**config.mk**
```make
export PLATFORM = sky130hd
export DESIGN_NAME = fwd_mask_filter
export DESIGN_NICKNAME = d
export VERILOG_FILES = /design/src/rtl/fwd_pkg.sv /design/src/rtl/stp_port_ctl.sv /design/src/rtl/rpt_mode_fsm.sv /design/src/rtl/fwd_decide.sv /design/src/rtl/fwd_mask_filter.sv
export SDC_FILE = /design/constraint.sdc
export NUM_CORES = 1
export LEC_CHECK = 0
export ABC_AREA = 1
export BUFFER_PORTS_ARGS = -buffer_cell sky130_fd_sc_hd__buf_2
export CORE_MARGIN = 1.5
export CORE_UTILIZATION = 43
export CTS_CLUSTER_SIZE = 8
export DETAILED_ROUTE_END_ITERATION = 12
export PLACE_DENSITY = 0.7
export SLEW_MARGIN = 10
export SYNTH_ARGS = -nofsm -noshare
export SYNTH_HDL_FRONTEND = slang
export SYNTH_SLANG_ARGS = --single-unit
```
**constraint.sdc**
```tcl
create_clock -name clk -period 1.6 [get_ports clk]
set_clock_uncertainty 0.2 [all_clocks]
set_input_delay 0.08 -clock clk [delete_from_list [all_inputs] [get_ports clk]]
set_output_delay 0.08 -clock clk [all_outputs]
set_load 0.02 [all_outputs]
```
**src/rtl/fwd_pkg.sv**
```systemverilog
package fwd_pkg;

    localparam int CODE_W = 3;

    typedef enum logic [CODE_W-1:0] {
        STP_DISABLED   = 3'd0,
        STP_BLOCKING   = 3'd1,
        STP_LISTENING  = 3'd2,
        STP_LEARNING   = 3'd3,
        STP_FORWARDING = 3'd4
    } stp_state_e;

    typedef enum logic {
        RPT_OFF = 1'b0,
        RPT_ON  = 1'b1
    } rpt_state_e;

    typedef enum logic {
        DEC_IDLE = 1'b0,
        DEC_OUT  = 1'b1
    } dec_state_e;

    typedef enum logic [2:0] {
        PATH_DROP,
        PATH_REPEAT,
        PATH_DIRECTED,
        PATH_OVERRIDE,
        PATH_LOOKUP,
        PATH_FLOOD
    } path_e;

    typedef struct packed {
        logic tx;
        logic rx;
        logic learn_dis;
    } port_perm_t;

endpackage

```
**src/rtl/stp_port_ctl.sv**
```systemverilog
module stp_port_ctl
    import fwd_pkg::*;
(
    input  logic              clk,
    input  logic              rst_n,
    input  logic              wr,
    input  logic [CODE_W-1:0] wr_code,
    output logic              tx_en,
    output logic              rx_en,
    output logic              learn_dis
);

    stp_state_e state_q;
    stp_state_e state_d;
    port_perm_t perm;

    // Next state: a valid code selects its state, any other code holds.
    always_comb begin
        state_d = state_q;
        if (wr) begin
            unique case (wr_code)
                3'd0:    state_d = STP_DISABLED;
                3'd1:    state_d = STP_BLOCKING;
                3'd2:    state_d = STP_LISTENING;
                3'd3:    state_d = STP_LEARNING;
                3'd4:    state_d = STP_FORWARDING;
                default: state_d = state_q;
            endcase
        end
    end

    always_ff @(posedge clk) begin
        if (!rst_n) state_q <= STP_DISABLED;
        else        state_q <= state_d;
    end

    // Outputs: permissions per state.
    always_comb begin
        unique case (state_q)
            STP_DISABLED:   perm = '{tx: 1'b0, rx: 1'b0, learn_dis: 1'b1};
            STP_BLOCKING:   perm = '{tx: 1'b0, rx: 1'b0, learn_dis: 1'b1};
            STP_LISTENING:  perm = '{tx: 1'b0, rx: 1'b0, learn_dis: 1'b1};
            STP_LEARNING:   perm = '{tx: 1'b0, rx: 1'b0, learn_dis: 1'b0};
            STP_FORWARDING: perm = '{tx: 1'b1, rx: 1'b1, learn_dis: 1'b0};
            default:        perm = '{tx: 1'b0, rx: 1'b0, learn_dis: 1'b1};
        endcase
    end

    assign tx_en     = perm.tx;
    assign rx_en     = perm.rx;
    assign learn_dis = perm.learn_dis;

    // transmit permission only ever comes with receive and learning
    a_r4_tx_implies_rx: assert property (@(posedge clk) disable iff (!rst_n)
        tx_en |-> (rx_en && !learn_dis));

    // an invalid code write leaves the permissions as they were
    a_r4_bad_code_holds: assert property (@(posedge clk) disable iff (!rst_n)
        (wr && wr_code > 3'd4) |=> ($stable(tx_en) && $stable(rx_en) && $stable(learn_dis)));

endmodule

```
**src/rtl/rpt_mode_fsm.sv**
```systemverilog
module rpt_mode_fsm
    import fwd_pkg::*;
#(
    parameter int NPORTS = 3,
    localparam int NET   = NPORTS - 1
) (
    input  logic              clk,
    input  logic              rst_n,
    input  logic              rpt_en,
    input  logic [NPORTS-1:0] port_hd100,
    input  logic [NET-1:0]    an_off,
    output logic              rpt_active
);

    rpt_state_e state_q;
    rpt_state_e state_d;
    logic       qualified;

    assign qualified = rpt_en && (&port_hd100) && (&an_off);

    always_comb begin
        state_d = state_q;
        unique case (state_q)
            RPT_OFF: if (qualified)  state_d = RPT_ON;
            RPT_ON:  if (!qualified) state_d = RPT_OFF;
            default: state_d = RPT_OFF;
        endcase
    end

    always_ff @(posedge clk) begin
        if (!rst_n) state_q <= RPT_OFF;
        else        state_q <= state_d;
    end

    assign rpt_active = (state_q == RPT_ON);

    // active mode needs enable and full qualification one cycle earlier
    a_r11_needs_qual: assert property (@(posedge clk) disable iff (!rst_n)
        rpt_active |-> $past(rpt_en && (&port_hd100) && (&an_off)));

    // losing any condition ends the mode on the next cycle
    a_r11_drop_exits: assert property (@(posedge clk) disable iff (!rst_n)
        !(rpt_en && (&port_hd100) && (&an_off)) |=> !rpt_active);

endmodule

```
**src/rtl/fwd_decide.sv**
```systemverilog
module fwd_decide
    import fwd_pkg::*;
#(
    parameter int NPORTS = 3,
    localparam int NET   = NPORTS - 1,
    localparam int CPU   = NPORTS - 1,
    localparam int PW    = $clog2(NPORTS)
) (
    input  logic              clk,
    input  logic              rst_n,
    input  logic              req_valid,
    input  logic [PW-1:0]     req_src,
    input  logic              lkp_hit,
    input  logic [NPORTS-1:0] lkp_mask,
    input  logic              lkp_override,
    input  logic              cpu_directed,
    input  logic [NET-1:0]    tx_en,
    input  logic [NET-1:0]    rx_en,
    input  logic [NET-1:0]    learn_dis,
    input  logic              rpt_active,
    output logic              res_valid,
    output logic [NPORTS-1:0] egress_mask,
    output logic              learn_en
);

    logic [NPORTS-1:0] tx_full;
    logic [NPORTS-1:0] net_bits;
    logic [NPORTS-1:0] cpu_bit;
    logic [NPORTS-1:0] src_oh;
    logic              src_ok;
    logic              from_cpu;
    logic              sel_rx;
    logic              sel_ld;
    path_e             path;
    logic [NPORTS-1:0] mask_d;
    logic              learn_d;
    dec_state_e        state_q;
    dec_state_e        state_d;
    logic [NPORTS-1:0] mask_q;
    logic              learn_q;

    // The processor port is always allowed to transmit.
    assign tx_full  = {1'b1, tx_en};
    assign net_bits = {1'b0, {NET{1'b1}}};
    assign cpu_bit  = {1'b1, {NET{1'b0}}};
    assign from_cpu = (req_src == PW'(CPU));

    // Decode the ingress index and pick that port's permissions.
    always_comb begin
        src_ok = 1'b0;
        src_oh = '0;
        sel_rx = 1'b1;
        sel_ld = 1'b0;
        for (int i = 0; i < NPORTS; i++) begin
            if (req_src == PW'(i)) begin
                src_ok    = 1'b1;
                src_oh[i] = 1'b1;
            end
        end
        for (int i = 0; i < NET; i++) begin
            if (req_src == PW'(i)) begin
                sel_rx = rx_en[i];
                sel_ld = learn_dis[i];
            end
        end
    end

    // Classify the request into one forwarding path.
    always_comb begin
        if (!src_ok)                    path = PATH_DROP;
        else if (rpt_active)            path = PATH_REPEAT;
        else if (from_cpu && cpu_directed) path = PATH_DIRECTED;
        else if (!from_cpu && !sel_rx)  path = (lkp_hit && lkp_override) ? PATH_OVERRIDE : PATH_DROP;
        else if (lkp_hit)               path = PATH_LOOKUP;
        else                            path = PATH_FLOOD;
    end

    always_comb begin
        mask_d = '0;
        unique case (path)
            PATH_DROP:     mask_d = '0;
            PATH_REPEAT:   mask_d = ~src_oh;
            PATH_DIRECTED: mask_d = lkp_mask & net_bits;
            PATH_OVERRIDE: mask_d = cpu_bit;
            PATH_LOOKUP:   mask_d = lkp_mask & tx_full & ~src_oh;
            PATH_FLOOD:    mask_d = tx_full & ~src_oh;
            default:       mask_d = '0;
        endcase
    end

    always_comb begin
        if (!src_ok || rpt_active) learn_d = 1'b0;
        else if (from_cpu)         learn_d = 1'b1;
        else                       learn_d = !sel_ld;
    end

    // Decision state machine: state register.
    always_comb begin
        unique case (state_q)
            DEC_IDLE: state_d = req_valid ? DEC_OUT : DEC_IDLE;
            DEC_OUT:  state_d = req_valid ? DEC_OUT : DEC_IDLE;
            default:  state_d = DEC_IDLE;
        endcase
    end

    always_ff @(posedge clk) begin
        if (!rst_n) state_q <= DEC_IDLE;
        else        state_q <= state_d;
    end

    // Decision state machine: outputs.
    always_ff @(posedge clk) begin
        if (!rst_n) begin
            mask_q  <= '0;
            learn_q <= 1'b0;
        end else if (req_valid) begin
            mask_q  <= mask_d;
            learn_q <= learn_d;
        end
    end

    assign res_valid   = (state_q == DEC_OUT);
    assign egress_mask = mask_q;
    assign learn_en    = learn_q;

    logic [NET-1:0] rx_shift;
    logic [NET-1:0] ld_shift;
    assign rx_shift = rx_en >> req_src;
    assign ld_shift = learn_dis >> req_src;

    // a request produces a result exactly one cycle later
    a_r2_req_to_res: assert property (@(posedge clk) disable iff (!rst_n)
        req_valid |=> res_valid);

    // no result without a request in the cycle before
    a_r2_res_has_req: assert property (@(posedge clk) disable iff (!rst_n)
        res_valid |-> $past(req_valid));

    // the ingress port is never in the egress mask
    a_r3_no_self: assert property (@(posedge clk) disable iff (!rst_n)
        res_valid |-> (((egress_mask >> $past(req_src)) & NPORTS'(1)) == '0));

    // closed receive side sends nothing to network ports
    a_r5_rx_closed: assert property (@(posedge clk) disable iff (!rst_n)
        (res_valid && !$past(rpt_active) && ($past(req_src) < PW'(CPU)) && !$past(rx_shift[0]))
        |-> ((egress_mask & net_bits) == '0));

    // learn-disable on the ingress network port blocks learning
    a_r6_no_learn: assert property (@(posedge clk) disable iff (!rst_n)
        (res_valid && ($past(req_src) < PW'(CPU)) && $past(ld_shift[0])) |-> !learn_en);

    // repeater mode never learns
    a_r10_rpt_quiet: assert property (@(posedge clk) disable iff (!rst_n)
        (res_valid && $past(rpt_active)) |-> !learn_en);

endmodule

```
**src/rtl/fwd_mask_filter.sv**
```systemverilog
module fwd_mask_filter
    import fwd_pkg::*;
#(
    parameter int NPORTS = 3,
    localparam int NET   = NPORTS - 1,
    localparam int PW    = $clog2(NPORTS)
) (
    input  logic              clk,
    input  logic              rst_n,
    input  logic              cfg_we,
    input  logic [PW-1:0]     cfg_port,
    input  logic [CODE_W-1:0] cfg_state,
    input  logic              rpt_en,
    input  logic [NPORTS-1:0] port_hd100,
    input  logic [NET-1:0]    an_off,
    input  logic              req_valid,
    input  logic [PW-1:0]     req_src,
    input  logic              lkp_hit,
    input  logic [NPORTS-1:0] lkp_mask,
    input  logic              lkp_override,
    input  logic              cpu_directed,
    output logic              res_valid,
    output logic [NPORTS-1:0] egress_mask,
    output logic              learn_en
);

    logic [NET-1:0] tx_en;
    logic [NET-1:0] rx_en;
    logic [NET-1:0] learn_dis;
    logic           rpt_active;

    for (genvar g = 0; g < NET; g++) begin : g_port
        stp_port_ctl u_ctl (
            .clk       (clk),
            .rst_n     (rst_n),
            .wr        (cfg_we && (cfg_port == PW'(g))),
            .wr_code   (cfg_state),
            .tx_en     (tx_en[g]),
            .rx_en     (rx_en[g]),
            .learn_dis (learn_dis[g])
        );
    end

    rpt_mode_fsm #(.NPORTS(NPORTS)) u_rpt (
        .clk        (clk),
        .rst_n      (rst_n),
        .rpt_en     (rpt_en),
        .port_hd100 (port_hd100),
        .an_off     (an_off),
        .rpt_active (rpt_active)
    );

    fwd_decide #(.NPORTS(NPORTS)) u_dec (
        .clk          (clk),
        .rst_n        (rst_n),
        .req_valid    (req_valid),
        .req_src      (req_src),
        .lkp_hit      (lkp_hit),
        .lkp_mask     (lkp_mask),
        .lkp_override (lkp_override),
        .cpu_directed (cpu_directed),
        .tx_en        (tx_en),
        .rx_en        (rx_en),
        .learn_dis    (learn_dis),
        .rpt_active   (rpt_active),
        .res_valid    (res_valid),
        .egress_mask  (egress_mask),
        .learn_en     (learn_en)
    );

endmodule

```
# After elaboration in Yosys (flattened, before gate mapping)
# Cells that the tools add are included.
[op_classes]
eq_ne = 16
muxes = 23
bitwise = 4
reduce_logical = 20
[op_table]
columns = ["op", "n"]
rows = [
  ["case mux 3 bit (5 select lines)", 2],
  ["== test 3 x 2 -> 1 bit, second input constant", 6],
  ["== test 3 bit, second input constant", 5],
  ["two-way mux 1 bit", 14],
  ["two-way mux 3 bit", 4],
  ["case mux 3 bit (2 select lines)", 2],
  ["AND 3 bit", 3],
  ["logical AND 1 bit", 7],
  ["== test 3 x 1 -> 1 bit, second input constant", 2],
  ["AND reduction 2 bit", 3],
  ["nonzero test 5 bit", 1],
  ["== test 2 x 1 -> 1 bit, second input constant", 2],
  ["zero test 1 bit", 4],
  ["zero test 2 bit", 2],
  ["zero test 3 bit", 1],
  ["NOT 3 bit", 1],
  ["AND reduction 3 bit", 1],
  ["== test 2 bit, second input constant", 1],
  ["two-way mux 2 bit", 1],
  ["logical OR 1 bit", 1],
]
[word_totals]
regBits = 12
inputBits = 23
output_inout_bits = 5
elab_cells = 69

# Depth between registers and ports, before layout
[depth]
word_depth = 12
mapped_depth = 14
depth_no_buf = 14

# Hierarchy
# A second synthesis with hierarchy kept.
[unflattened]
cells_unflattened = 136
hier_area_um2 = 812.0
[modules_own_cells]
columns = ["module", "n_inst", "cells_each", "area_per_inst_um2", "seq_area_each_um2"]
rows = [
  ["fwd_decide", 1, 79, 442.9, 100.1],
  ["stp_port_ctl", 2, 22, 150.1, 60.1],
  ["rpt_mode_fsm", 1, 8, 50.0, 20.0],
  ["fwd_mask_filter", 1, 5, 18.8, 0.0],
]

# Worst setup path before layout
# Ideal clock, no wire load.
[synth_path]
path_kind = "register to register"
from = "register g_port[1].u_ctl.state_q[0]"
to = "register u_dec.mask_q[0] (netlist: u_dec.egress_mask[0])"
setup_time_ps = 72
t_arrival_ps = 1262
t_required_ps = 1328
setup_slack_ps = 66
path_stages_with_launch = 14
n_path_buf = 0
synth_period_minus_slack_ps = 1534
path_cell_list = "dfxtp_1 nor2_1 nand2_1 nand2_2 nand2_4 a21oi_2 nand2_2 nand2_4 nand3_2 nor2_1 nor2_1 nand2_1 nand2_1 a21oi_1"
[synth_via]
elab_chain_cells = 11
word_cells_on_any_way = 16
classes_between = "7 x eq/ne; 7 x mux; 2 x reduce/logical"
[synth_rtl]
columns = ["element", "line", "source"]
rows = [
  ["start: declaration", "stp_port_ctl.sv:13", "stp_state_e state_q;"],
  ["start signal: assignment", "stp_port_ctl.sv:34", "else state_q <= state_d;"],
  ["== test 3 bit or == test 3 x 2 -> 1 bit (tied branches)", "stp_port_ctl.sv:39", "unique case (state_q)"],
  ["case mux 3 bit (2 select lines) (*)", "stp_port_ctl.sv:39", ""],
  ["two-way mux 1 bit (*)", "fwd_decide.sv:61", "if (req_src == PW'(i)) begin"],
  ["zero test 1 bit (*)", "fwd_decide.sv:73", "else if (!from_cpu && !sel_rx) path = (lkp_hit && lkp_override) ? PATH_OVERRIDE : PATH_DROP;"],
  ["logical AND 1 bit (*)", "fwd_decide.sv:73", ""],
  ["two-way mux 3 bit (*)", "fwd_decide.sv:73", ""],
  ["two-way mux 3 bit (*)", "fwd_decide.sv:72", "else if (from_cpu && cpu_directed) path = PATH_DIRECTED;"],
  ["two-way mux 3 bit (*)", "fwd_decide.sv:71", "else if (rpt_active) path = PATH_REPEAT;"],
  ["two-way mux 3 bit (*)", "fwd_decide.sv:70", "if (!src_ok) path = PATH_DROP;"],
  ["== test 3 bit, or another cell as far along", "fwd_decide.sv:80", "unique case (path)"],
  ["case mux 3 bit (5 select lines) (*)", "fwd_decide.sv:80", ""],
  ["end signal: assignment", "fwd_decide.sv:117", "mask_q <= mask_d;"],
  ["end: declaration", "fwd_decide.sv:39", "logic [NPORTS-1:0] mask_q;"],
]
# Mark *: on every way between the ends. The rest lies on a longest branch, timed or not.
# A chain may end at the register's enable or synchronous reset.

# Worst setup path after layout
[layout_path]
from = "register g_port[0].u_ctl.state_q[0]"
to = "register u_dec.mask_q[0] (netlist: u_dec.egress_mask[0])"
[layout_via]
elab_chain_cells = 12
word_cells_on_any_way = 20
classes_between = "7 x eq/ne; 8 x mux; 3 x bitwise; 2 x reduce/logical"
[layout_rtl]
columns = ["element", "line"]
rows = [
  ["start: declaration", "stp_port_ctl.sv:13"],
  ["start signal: assignment", "stp_port_ctl.sv:34"],
  ["== test 3 bit or == test 3 x 2 -> 1 bit (tied branches)", "stp_port_ctl.sv:39"],
  ["case mux 3 bit (2 select lines) (*)", "stp_port_ctl.sv:39"],
  ["two-way mux 1 bit (2 in series)", "fwd_decide.sv:61"],
  ["zero test 1 bit", "fwd_decide.sv:73"],
  ["logical AND 1 bit", "fwd_decide.sv:73"],
  ["two-way mux 3 bit", "fwd_decide.sv:73"],
  ["two-way mux 3 bit", "fwd_decide.sv:72"],
  ["two-way mux 3 bit", "fwd_decide.sv:71"],
  ["two-way mux 3 bit", "fwd_decide.sv:70"],
  ["== test 3 bit, or another cell as far along", "fwd_decide.sv:80"],
  ["case mux 3 bit (5 select lines) (*)", "fwd_decide.sv:80"],
]
# Marks and branches as above.

==> impl_metrics.py <==
metrics = {
    "synthesis": {
        "synth.most_common_cell": "nand2_1",
        "synth.avg_cell_area_sq_um": 6.20,
        "synth_top_area_frac": 0.308,
        "netlist_instances": 126,
        "yosysUniqueCellTypes": 23,
        "synth_edf_count": 0,
        "ys_seq_elements": 12,
        "ys_seq_area_frac": 0.308,
        "synth.top_cells.by_area": "dfxtp_1 31%, nand2_1 16%, nor2_1 10%",
        "syn_area_sq_um": 781,
        "ys_warn_count": 0,
        "synthArstFlopShare": 0,
        "synth_top_area_cell": "dfxtp_1",
        "synth_commonest_cells": "33 x nand2_1, 21 x nor2_1, 14 x inv_1",
        "synthFlopType": "dfxtp_1",
        "synthesis.nets": 149,
    },
    "cells_and_area": {
        "final_nets": 208,
        "final_cells": 209,
        "post-route-util": 0.752,
        "syn_to_final_growth_pct": 64.4,
        "design_area_sq_um": 1280,
        "num_antenna_cells": 0,
        "drive_gt1_frac": 0.435,
    },
    "sta": {
        "relSlewSlack": 0.814,
        "rsz0062_at_grt": "true",
        "final_hold_viol_count": 4,
        "fin_crit_ps": 1790,
        "post-route-period-util": 1.12,
        "hold_slack_ps": -110,
        "setup_violations": 3,
        "fmax_ghz": 0.559,
        "worst_slew_pin_slew_ps": 278,
        "setup_ws_ps": -188,
        "drv_slew": 0,
    },
    "clock_tree": {
        "cts_sinks": 12,
        "clk_latency_ps": 280,
        "clk_path_buf_depth": 2,
        "cts_tree": "built",
        "holdBufCountCts": 12,
        "cts_buffers": 3,
        "clk_pin_slew_ps": 80,
        "cts-root-buf": "clkbuf_4",
        "h-tree-depth": 1,
    },
    "run_status": {
        "status": "finished with violations",
        "violations": "hold timing, setup timing",
    },
    "worst_setup_path": {
        "critPathBufInv": 0,
        "reg2reg_to": "u_dec.egress_mask[0]$_SDFFE_PN0P_",
        "rrSetupSlack_ps": -190,
        "rr_worst_depth": 13,
        "r2r-start": "g_port[0].u_ctl.state_q[0]$_SDFFE_PN0P_",
        "endpoint": "u_dec.egress_mask[0]$_SDFFE_PN0P_",
        "crit_chain": "nor2_4, nand2_2, nand2_2, nand2_4, a21oi_4, nand2_4, nand2_4, nand3_2, nor2_1, nor2_1, nand2_1, nand2_1, a21oi_2",
        "cp_data_arrival_time_ps": 1800,
        "crit_required_ps": 1610,
        "crit_path_frequent_cell": "nand2_4",
        "worstPathMaxFanout": 4,
        "cpMaxStageDelayCell": "dfxtp_2",
        "criticalPathCategory": "register to register",
        "cp-start-kind": "register",
        "worstSetupEndpointType": "register",
        "slowest_delay_ps": 340,
        "crit_start": "g_port[0].u_ctl.state_q[0]$_SDFFE_PN0P_",
        "cpLargestDelayFamily": "simple AND/OR/NAND/NOR gates",
        "worst-path-stages": 13,
    },
    "detailed_routing": {
        "drtAntennaViolNets": 0,
        "via_per_inst": 4.65,
        "wirelength_mm": 2.30,
        "wl_per_cell_microns": 11.0,
        "drtIter0Drc": 28,
        "drc": 0,
        "vias": 971,
        "dr.pass1.iters": 4,
    },
    "place": {
        "gp_congestion": 0.884,
        "placed_area_sq_um": 1040,
        "place_hpwl_mm": 1.50,
        "numPortBuffers": 27,
        "dp_cells": 190,
    },
    "flow_run": {
        "cap_violations": 0,
    },
    "global_route": {
        "grt_use_met1": 0.317,
        "grt_pass1_wl_mm": 3.46,
        "grtUsageMet3": 0.0278,
        "first_global_vias": 823,
        "grt_busiest_layer": "met2",
        "grt.met2_usage": 0.375,
        "overflow": 0,
        "grt_max_degree": 10,
        "grt.total_usage": 0.228,
        "antenna_found_initial": 0,
    },
    "pwr": {
        "power_density_nw_per_um2": 608,
        "max-vdd-ir-drop_uv": 615,
        "p_leak_uw": 0.000635,
    },
    "floorplan": {
        "die_y_microns": 45.6,
        "ioPinCount": 28,
        "die_x_microns": 45.6,
        "initial_core_util": 0.457,
        "rows": 15,
        "coreArea_sq_um": 1710,
        "dieArea_sq_um": 2080,
    },
    "hold_path": {
        "hp-class": "input pin to register",
    },
}
how the worst min path moves through the flow:
stage / from / end / slack (ps) / depth (start not counted)
floorplan: req_valid / u_dec.res_valid$_SDFF_PN0_ / -30 / 2
global placement: port_hd100[1] / u_rpt.rpt_active$_SDFF_PN0_ / 120 / 3
detailed placement: an_off[1] / u_rpt.rpt_active$_SDFF_PN0_ / 120 / 3
CTS: req_valid / u_dec.learn_en$_SDFFE_PN0P_ / -110 / 2
global route: req_valid / u_dec.learn_en$_SDFFE_PN0P_ / -100 / 2
finish: req_valid / u_dec.learn_en$_SDFFE_PN0P_ / -110 / 2
sequential cells by signal (all words and copies together), names as in the netlist:
| name | cells |
|---|---|
| u_dec.egress_mask | 3 |
| g_port.u_ctl.state_q | 6 |
| u_rpt.rpt_active | 1 |
| u_dec.learn_en | 1 |
| u_dec.res_valid | 1 |
stage by stage:
step,setup slack [ps],total power [uW],setup TNS [ps]
floorplan,66.1,420,0
global placement,-77.1,487,-186
detailed placement,-118,491,-307
CTS,-130,752,-358
global route,-303,811,-795
finish,-188,780,-445
layer usage:
metal	share of wire	wire length, microns
met1	0.45	1050
met2	0.50	1150
met3	0.033	75
met4	0.013	29
met5	0	0
logic make-up after synthesis:
group           Yosys count  share of synthesized area
compound gates           16                      0.114
flops                    12                      0.308
simple gates             78                      0.479
buf+inv                  20                     0.0994
repair_timing:
| action | 4_1_cts | 5_1_grt |
|---|---|---|
| setup endpoints to repair | 3 | 9 |
| hold endpoints to repair | 12 | 4 |
| setup buffers | 2 | 1 |
| gates resized for setup | 0 | 18 |
| pin swaps | 1 | 15 |
worst reg2reg max path, stage by stage, from the launching register on:
cell and delay [ps]:
dfxtp_2 340, nor2_4 110, nand2_2 70, nand2_2 80, nand2_4 90, a21oi_4 160
nand2_4 80, nand2_4 80, nand3_2 90, nor2_1 100, nor2_1 40, nand2_1 80
nand2_1 70, a21oi_2 120
report_power, final:
part           switching (uW)  leakage (uW)  internal (uW)  total [uW]
Clock                     108     0.0000210            138         246
Sequential               5.66     0.0000986            309         314
Combinational             119      0.000515            101         220
cell type report:
type / count / area, sq um
clock buffer: 4 / 36.3
fill: 128 / 424
inverter: 20 / 77.6
multi-input combinational: 94 / 528
sequential: 12 / 243
tap: 25 / 31.3
timing repair buffer: 54 / 368
cell usage in the layout, fill, tap and decap left out:
master	n
nand3_2	1
nand2_4	4
nor2_1	18
nand4_1	3
inv_1	14
inv_2	3
dfxtp_2	2
a21oi_2	1
nor2_4	3
clkbuf_8	1
nand2_1	29
nor3b_2	1
nand3_1	4
dlygate4sd3_1	12
o221ai_1	1
a21oi_4	1
nand2_2	9
clkbuf_4	3
clkinv_1	1
clkinv_2	2
dfxtp_1	10
a21oi_1	9
buf_2	27
o22ai_2	1
o21ai_1	2
buf_4	15
nor3_2	3
nor2_2	3
o21ai_0	1
(Power assumes the default switching activity.)
